**config.mk**
```make
export PLATFORM = sky130hd
export DESIGN_NAME = cdt_timer
export DESIGN_NICKNAME = d
export VERILOG_FILES = /design/src/rtl/cdt_pkg.sv /design/src/rtl/cdt_regs.sv /design/src/rtl/cdt_prescale.sv /design/src/rtl/cdt_count.sv /design/src/rtl/cdt_timer.sv
export SDC_FILE = /design/constraint.sdc
export NUM_CORES = 1
export LEC_CHECK = 0
export BUFFER_PORTS_ARGS = -buffer_cell sky130_fd_sc_hd__clkbuf_2
export CORE_MARGIN = 3
export CORE_UTILIZATION = 23
export CTS_CLUSTER_DIAMETER = 120
export CTS_CLUSTER_SIZE = 10
export DETAILED_ROUTE_END_ITERATION = 10
export GPL_ROUTABILITY_DRIVEN = 0
export SETUP_SLACK_MARGIN = 0.02
export SLEW_MARGIN = 5
export SYNTH_ARGS = -nofsm -noshare
export SYNTH_HDL_FRONTEND = slang
export SYNTH_SLANG_ARGS = --single-unit
```
**constraint.sdc**
```tcl
create_clock -name clk -period 7.2 [get_ports clk]
set_clock_uncertainty 0.1 [all_clocks]
set_input_delay 1.08 -clock clk [delete_from_list [all_inputs] [get_ports clk]]
set_output_delay 1.08 -clock clk [all_outputs]
set_load 0.01 [all_outputs]
```
**src/rtl/cdt_pkg.sv**
```systemverilog
package cdt_pkg;

    localparam int VEC_W    = 8;
    localparam int CFG_W    = 4;
    localparam int SHIFT_W  = 3;
    localparam int MASK_BIT = 16;
    localparam int MODE_BIT = 17;

    // writable bits of the divide configuration
    localparam logic [CFG_W-1:0] CFG_KEEP = 4'b1011;

    typedef enum logic [1:0] {
        SEL_DIV  = 2'd0,
        SEL_INIT = 2'd1,
        SEL_LVT  = 2'd2,
        SEL_NONE = 2'd3
    } wsel_e;

    typedef struct packed {
        logic             periodic;
        logic             masked;
        logic [VEC_W-1:0] vector;
    } lvt_t;

    localparam lvt_t LVT_RESET = '{periodic: 1'b0, masked: 1'b1, vector: '0};

    // shift amount of the power-of-two divisor; wraps modulo 2**SHIFT_W
    function automatic logic [SHIFT_W-1:0] div_shift(input logic [CFG_W-1:0] cfg);
        return SHIFT_W'({cfg[3], cfg[1:0]}) + SHIFT_W'(1);
    endfunction

endpackage

```
**src/rtl/cdt_regs.sv**
```systemverilog
module cdt_regs
    import cdt_pkg::*;
#(
    parameter int CNT_W = 32
) (
    input  logic             clk,
    input  logic             rst_n,
    input  logic             wr_en,
    input  logic [1:0]       wr_sel,
    input  logic [CNT_W-1:0] wr_data,
    input  logic             sw_disable,
    output logic [CFG_W-1:0] cfg_q,
    output lvt_t             lvt_q,
    output logic [CNT_W-1:0] init_q,
    output logic             load
);

    typedef struct packed {
        logic [CFG_W-1:0] cfg;
        lvt_t             lvt;
        logic [CNT_W-1:0] init;
    } regs_t;

    regs_t r_d, r_q;

    always_comb begin
        r_d  = r_q;
        load = wr_en && (wsel_e'(wr_sel) == SEL_INIT);
        if (wr_en) begin
            case (wsel_e'(wr_sel))
                SEL_DIV:  r_d.cfg = wr_data[CFG_W-1:0] & CFG_KEEP;
                SEL_INIT: r_d.init = wr_data;
                SEL_LVT: begin
                    r_d.lvt.vector   = wr_data[VEC_W-1:0];
                    r_d.lvt.masked   = wr_data[MASK_BIT];
                    r_d.lvt.periodic = wr_data[MODE_BIT];
                end
                default: ;
            endcase
        end
        // disable overrides any unmask attempted in the same cycle
        if (sw_disable) begin
            r_d.lvt.masked = 1'b1;
        end
    end

    always_ff @(posedge clk or negedge rst_n) begin
        if (!rst_n) begin
            r_q.cfg  <= '0;
            r_q.lvt  <= LVT_RESET;
            r_q.init <= '0;
        end else begin
            r_q <= r_d;
        end
    end

    assign cfg_q  = r_q.cfg;
    assign lvt_q  = r_q.lvt;
    assign init_q = r_q.init;

endmodule

```
**src/rtl/cdt_prescale.sv**
```systemverilog
module cdt_prescale #(
    parameter int SHIFT_W = 3
) (
    input  logic               clk,
    input  logic               rst_n,
    input  logic               run,
    input  logic               load,
    input  logic [SHIFT_W-1:0] shift,
    output logic               tick
);

    localparam int PRE_W = (1 << SHIFT_W) - 1;

    logic [PRE_W-1:0] pre_d, pre_q;
    logic [PRE_W:0]   lim;

    always_comb begin
        lim   = (PRE_W + 1)'(1) << shift;
        lim   = lim - 1'b1;
        // >= so that a smaller divisor chosen mid-run takes effect at once
        tick  = run && !load && ({1'b0, pre_q} >= lim);
        pre_d = (load || !run || tick) ? '0 : pre_q + 1'b1;
    end

    always_ff @(posedge clk or negedge rst_n) begin
        if (!rst_n) begin
            pre_q <= '0;
        end else begin
            pre_q <= pre_d;
        end
    end

endmodule

```
**src/rtl/cdt_count.sv**
```systemverilog
module cdt_count
    import cdt_pkg::*;
#(
    parameter int CNT_W = 32
) (
    input  logic             clk,
    input  logic             rst_n,
    input  logic             load,
    input  logic [CNT_W-1:0] load_val,
    input  logic             tick,
    input  logic [CNT_W-1:0] init,
    input  lvt_t             lvt,
    output logic [CNT_W-1:0] count,
    output logic             run,
    output logic             irq,
    output logic [VEC_W-1:0] irq_vec
);

    typedef struct packed {
        logic [CNT_W-1:0] count;
        logic             irq;
        logic [VEC_W-1:0] vec;
    } cnt_t;

    cnt_t c_d, c_q;
    logic at_one;
    logic fire;

    always_comb begin
        c_d    = c_q;
        at_one = (c_q.count == CNT_W'(1));
        fire   = tick && at_one;
        if (load) begin
            c_d.count = load_val;
        end else if (tick) begin
            if (at_one) begin
                c_d.count = lvt.periodic ? init : '0;
            end else begin
                c_d.count = c_q.count - 1'b1;
            end
        end
        c_d.irq = fire && !lvt.masked;
        c_d.vec = c_d.irq ? lvt.vector : '0;
    end

    always_ff @(posedge clk or negedge rst_n) begin
        if (!rst_n) begin
            c_q <= '0;
        end else begin
            c_q <= c_d;
        end
    end

    assign count   = c_q.count;
    assign run     = (c_q.count != '0);
    assign irq     = c_q.irq;
    assign irq_vec = c_q.vec;

endmodule

```
**src/rtl/cdt_timer.sv**
```systemverilog
module cdt_timer
    import cdt_pkg::*;
#(
    parameter int CNT_W = 32
) (
    input  logic             clk,
    input  logic             rst_n,
    input  logic             wr_en,
    input  logic [1:0]       wr_sel,
    input  logic [CNT_W-1:0] wr_data,
    input  logic             sw_disable,
    output logic [CNT_W-1:0] cur_count,
    output logic [CNT_W-1:0] init_rd,
    output logic [CNT_W-1:0] cfg_rd,
    output logic [CNT_W-1:0] lvt_rd,
    output logic             irq_valid,
    output logic [VEC_W-1:0] irq_vector
);

    logic [CFG_W-1:0]   cfg_q;
    lvt_t               lvt_q;
    logic [CNT_W-1:0]   init_q;
    logic               load;
    logic               run;
    logic               tick;
    logic [SHIFT_W-1:0] shift;

    cdt_regs #(.CNT_W(CNT_W)) u_regs (
        .clk        (clk),
        .rst_n      (rst_n),
        .wr_en      (wr_en),
        .wr_sel     (wr_sel),
        .wr_data    (wr_data),
        .sw_disable (sw_disable),
        .cfg_q      (cfg_q),
        .lvt_q      (lvt_q),
        .init_q     (init_q),
        .load       (load)
    );

    assign shift = div_shift(cfg_q);

    cdt_prescale #(.SHIFT_W(SHIFT_W)) u_pre (
        .clk   (clk),
        .rst_n (rst_n),
        .run   (run),
        .load  (load),
        .shift (shift),
        .tick  (tick)
    );

    cdt_count #(.CNT_W(CNT_W)) u_cnt (
        .clk      (clk),
        .rst_n    (rst_n),
        .load     (load),
        .load_val (wr_data),
        .tick     (tick),
        .init     (init_q),
        .lvt      (lvt_q),
        .count    (cur_count),
        .run      (run),
        .irq      (irq_valid),
        .irq_vec  (irq_vector)
    );

    always_comb begin
        init_rd                = init_q;
        cfg_rd                 = CNT_W'(cfg_q);
        lvt_rd                 = '0;
        lvt_rd[VEC_W-1:0]      = lvt_q.vector;
        lvt_rd[MASK_BIT]       = lvt_q.masked;
        lvt_rd[MODE_BIT]       = lvt_q.periodic;
    end

endmodule

```
# Yosys cells after proc, flatten, opt, wreduce, memory -nomap -nowiden
# Index checks and enable logic that the tools add are counted.
# Widths: inputs -> output; s select.
[op_classes]
n_reduce_logical = 19
n_shift = 1
n_addsub = 4
magnitude_cmp = 1
muxes = 10
eq_ne = 3
[ops]
columns = ["op", "n"]
rows = [
  ["$mux 32", 5],
  ["$mux 41", 1],
  ["$eq 32x1->1 const B", 1],
  ["$reduce_bool 32->1", 1],
  ["$sub 32x1->32 const B", 1],
  ["$mux 9", 1],
  ["$ge 7x8->1", 1],
  ["$mux 8", 1],
  ["$reduce_and 2->1", 4],
  ["$shl 1x3->8 const A", 1],
  ["$sub 8x1->8 const B", 1],
  ["$add 7x1->7 const B", 1],
  ["$mux 7", 1],
  ["$reduce_bool 2->1", 3],
  ["$logic_and 1x1->1", 5],
  ["$add 3x1->3 const B", 1],
  ["$logic_not 1->1", 3],
  ["$eq 2x1->1 const B", 1],
  ["$eq 2x2->1 const B", 1],
  ["$logic_not 2->1", 1],
  ["$logic_or 1x1->1", 2],
  ["$mux 1", 1],
]
[totals]
word_cells = 47
input_bits = 38
ff_bits = 93

# Longest topological paths before layout
[logic_depth]
word_depth = 8
mapped_depth = 18
ltp_nobuf = 15

# By module
# From an unflattened synthesis, not the netlist that was laid out.
[unflattened]
cells_unflattened = 553
hier_area_um2 = 5580.4
[modules_own_cells]
columns = ["module", "area_per_inst_um2", "cells_per_inst", "seq_area_each_um2", "n_inst"]
rows = [
  ["cdt_count", 2892.8, 343, 1026.0, 1],
  ["cdt_regs", 1720.4, 102, 1127.3, 1],
  ["cdt_prescale", 563.0, 54, 175.2, 1],
  ["cdt_timer", 404.1, 54, 0.0, 1],
]

# Worst setup path before layout
# OpenSTA, ideal clock, no wires.
[synth_path]
path_kind = "reg-to-reg"
start = "reg u_regs.r_q (netlist bit u_regs.cfg_q[1])"
end = "reg u_cnt.c_q (netlist bit u_cnt.count[9])"
period_less_slack_ps = 3768
t_arrival_ps = 3533
setup_slack_ps = 3432
path_buffers = 3
required_ps = 6965
path_stages_with_launch = 18
cell_sequence = "dfrtp_1 -> clkbuf_1 -> nand2_1 -> inv_1 -> ha_1 -> clkbuf_1 -> nand3b_1 -> ha_1 -> nand2_1 -> xor2_1 -> ha_1 -> a21o_1 -> a211o_1 -> a41oi_1 -> nor3_1 -> clkbuf_1 -> o21ai_0 -> o211ai_1"
[synth_between]
elab_chain_cells = 6
[synth_rtl]
columns = ["element", "line_no", "rtl"]
rows = [
  ["start, declared", "cdt_regs.sv:24", "regs_t r_d, r_q;"],
  ["start signal, assigned", "cdt_regs.sv:53", "r_q <= r_d;"],
  ["$add 3x1->3", "cdt_pkg.sv:29", "return SHIFT_W'({cfg[3], cfg[1:0]}) + SHIFT_W'(1);"],
  ["$shl 1x3->8", "cdt_prescale.sv:18", "lim = (PRE_W + 1)'(1) << shift;"],
  ["$sub 8x1->8", "cdt_prescale.sv:19", "lim = lim - 1'b1;"],
  ["$ge 7x8->1", "cdt_prescale.sv:21", "tick = run && !load && ({1'b0, pre_q} >= lim);"],
  ["$logic_and 1x1->1", "cdt_prescale.sv:21", ""],
  ["$reduce_bool 2->1 (no source line)", "n/a", ""],
  ["end signal, assigned", "cdt_count.sv:48", "c_q <= '0;"],
  ["end signal, assigned", "cdt_count.sv:50", "c_q <= c_d;"],
  ["end, declared", "cdt_count.sv:25", "cnt_t c_d, c_q;"],
]
# No other way between the ends.
# A chain may end at the register's enable or synchronous reset.

# Final worst setup path
[layout_path]
start = "reg u_regs.r_q (netlist bit u_regs.cfg_q[1])"
end = "reg u_cnt.c_q (netlist bit u_cnt.count[15])"
# The elaborated chain is that of the path after synthesis.

==> reports/results.tsv <==
metric	value	unit
area_growth	17.8	%
startpoint_type	flip-flop	
routed_wl	18200	um
cts_setup_buffers	0	
numCtsBuffers	9	
min_period_over_period	0.598	
maxCapViolCount	0	
p_leak	0.00320	uW
synth_cells	638	
drcViolationCount	0	
row_count	56	
worst_pin_slew	1.05	ns
slew_headroom	0.293	
io_buffer_count	123	
maxSlewViolCount	0	
pwr_density_cell	285	nW/um2
grt.overflow.total	0	
ant_nets	0	
period_minus_slack	4.31	ns
cts-resized-gates	0	
wl_per_cell	17.0	um
antenna_found_initial	1	
status	finished, final reports clean	
yosysUniqueCellTypes	64	
first_pass_iters	5	
start_util	0.237	
final_nets	793	
crit_fanout	14	
dieWidth	163	um
synth-seq-cells	93	
fmax	232	MHz
drive_gt1_frac	0.228	
clk_path_buf_depth	2	
synth_warnings	0	
h-tree-depth	3	
syn_area_per_cell	8.87	um2
dpl_worst_slack	2.91	ns
num_io_pins	175	
synth_edf_count	0	
grt_pass1_wl	27900	um
timing.final.hold_violations	0	
die-area	26500	um2
synth_area	5660	um2
clock-sinks	93	
viasPerCell	4.65	
cp-end-kind	flip-flop	
synth_seq_area_share	0.412	
via_count	4953	
track_usage	0.136	
n_antenna_cell	0	
die_h	163	um
fillers	2579	
clkTransAtPathRegs	0.08	ns
finalSetupTns	0	ns
grt_max_degree	69	
cts_hold_buf	0	
rsz0062_at_grt	false	
core_area	23800	um2
ir_worst_vdd	0.116	mV
cts_tree	done	
worst_slack	2.89	ns
synth_ff_type	dfrtp_1	
path_class	flip-flop to flip-flop	
crit_required	7.35	ns
worstHoldPathType	flip-flop to flip-flop	
finalSetupViolCount	0	
drt_iter0_drc	293	
power.total	1900	uW
dp_hpwl	13600	um
clkLatencyLatePin	0.36	ns
grt_pass1_vias	4691	
async_reset_ff_frac	1.00	
clockRootBuffer	clkbuf_16	
worst_ep_arrival_time	4.46	ns
## cells by family after synthesis
group                    count (synthesis)  share of synthesized area
AO/OA/AOI/OAI                          152                      0.182
XOR/XNOR                                13                     0.0201
adder cells (fa/ha/maj)                 13                     0.0288
buffers and inverters                   96                      0.104
flip-flops                              93                      0.412
multiplexers                            12                     0.0234
other                                    1                   0.000663
AND/OR/NAND/NOR                        258                      0.229
## metrics by stage
step                 util  instance area [um2]  hold WS [ns]  instances
detailed placement  0.267                 6360         0.379       1050
global placement    0.267                 6360         0.369       1050
CTS                 0.280                 6660         0.391       1066
global route        0.280                 6660         0.422       1066
floorplan               -                 5840         0.346        688
finish              0.280                 6660         0.388       1066
## placed cells by master (no fill, tap or decap), types with 4 or more instances in the layout
cell	n
a211o_1	5
a211oi_1	8
a21boi_1	4
a21o_1	5
a21oi_1	31
a22o_1	4
a2bb2oi_1	6
a31oi_1	11
a41oi_1	4
and2_1	13
and3_1	11
buf_4	5
clkbuf_16	9
clkbuf_2	122
conb_1	51
dfrtp_1	92
ha_1	13
inv_1	12
mux2_2	10
nand2_1	115
nand3_1	19
nand3b_1	5
nand4_1	4
nor2_1	41
nor3_1	18
nor4_4	5
o211ai_1	14
o21ai_0	29
o21ai_1	5
xnor2_1	8
xor2_1	5
## synthesized netlist by cell type (all sizes together), types with 3 or more instances
library cell / n / area, um2
nand3b: 5 / 37.5
a211o: 5 / 43.8
inv: 12 / 45.0
nor4: 9 / 138
a2bb2oi: 6 / 52.6
a32o: 3 / 30.0
clkbuf: 20 / 76.3
a211oi: 8 / 60.1
and2: 13 / 81.3
and4: 3 / 26.3
nor2b: 3 / 18.8
ha: 13 / 163
buf: 64 / 468
a41oi: 4 / 35.0
a22o: 4 / 35.0
or4: 3 / 22.5
nor3: 21 / 115
nand2: 116 / 438
o31ai: 3 / 22.5
xnor2: 8 / 70.1
a21boi: 7 / 52.6
nand3: 21 / 115
a21oi: 31 / 155
a221oi: 3 / 26.3
dfrtp: 92 / 2300
o22a: 3 / 26.3
nor2: 42 / 158
and3: 11 / 68.8
o211ai: 14 / 105
xor2: 5 / 43.8
mux2: 10 / 113
nand4: 4 / 25.0
a31oi: 12 / 90.1
o21ai: 34 / 170
a21o: 5 / 37.5
## registers in the layout (all words and copies together), names as in the netlist
| signal | cells |
|---|---|
| u_cnt.irq | 1 |
| u_regs.cfg_q | 3 |
| u_regs.lvt_q | 10 |
| u_pre.pre_q | 7 |
| u_regs.init_q | 32 |
| u_cnt.count | 32 |
| u_cnt.irq_vec | 8 |
## worst max-delay path, stage by stage (launching register included)
cell,delay [ns]
dfrtp_1,0.49
nand2_1,0.12
inv_1,0.06
ha_1,0.46
nand3b_1,0.16
ha_1,0.26
xor2_1,0.17
ha_1,0.29
nand2_1,0.05
o21ai_0,0.21
a41oi_1,0.33
nor3_2,0.95
o21ai_0,0.22
a32o_1,0.31
## power by group
group	switching, uW	internal (uW)
Combinational	391	246
Sequential	147	623
Clock	243	247
## layer usage
metal  wire length (um)  global-route usage
met3               1640              0.0481
met5                 13                   0
met2               7960               0.201
met1               8080               0.184
met4                472              0.0446
## final timing paths
path | start | to | slack [ns] | cells after the start
min in group asynchronous | rst_n | u_cnt.irq | 0.61 | 1
hold / removal | u_pre.pre_q[0] | u_pre.pre_q[0] | 0.39 | 1
hold reg to reg | u_pre.pre_q[0] | u_pre.pre_q[0] | 0.39 | 1
max in group asynchronous | rst_n | u_regs.init_q[26] | 5.31 | 2
setup / recovery | u_regs.cfg_q[1] | u_cnt.count[15] | 2.89 | 13
setup reg to reg | u_regs.cfg_q[1] | u_cnt.count[15] | 2.89 | 13
## cell type report
cell class | instances | area [um2] | share of cell area
clock buffers | 9 | 225 | 0.0338
clock inverters | 7 | 78.8 | 0.0118
inverters | 12 | 45.0 | 0.00676
multi-input cells | 499 | 2940 | 0.441
flip-flops and latches | 93 | 2330 | 0.349
well taps | 319 | 399 | 0.0599
repair buffers | 127 | 648 | 0.0973
Power figures use the tool's default switching activity.
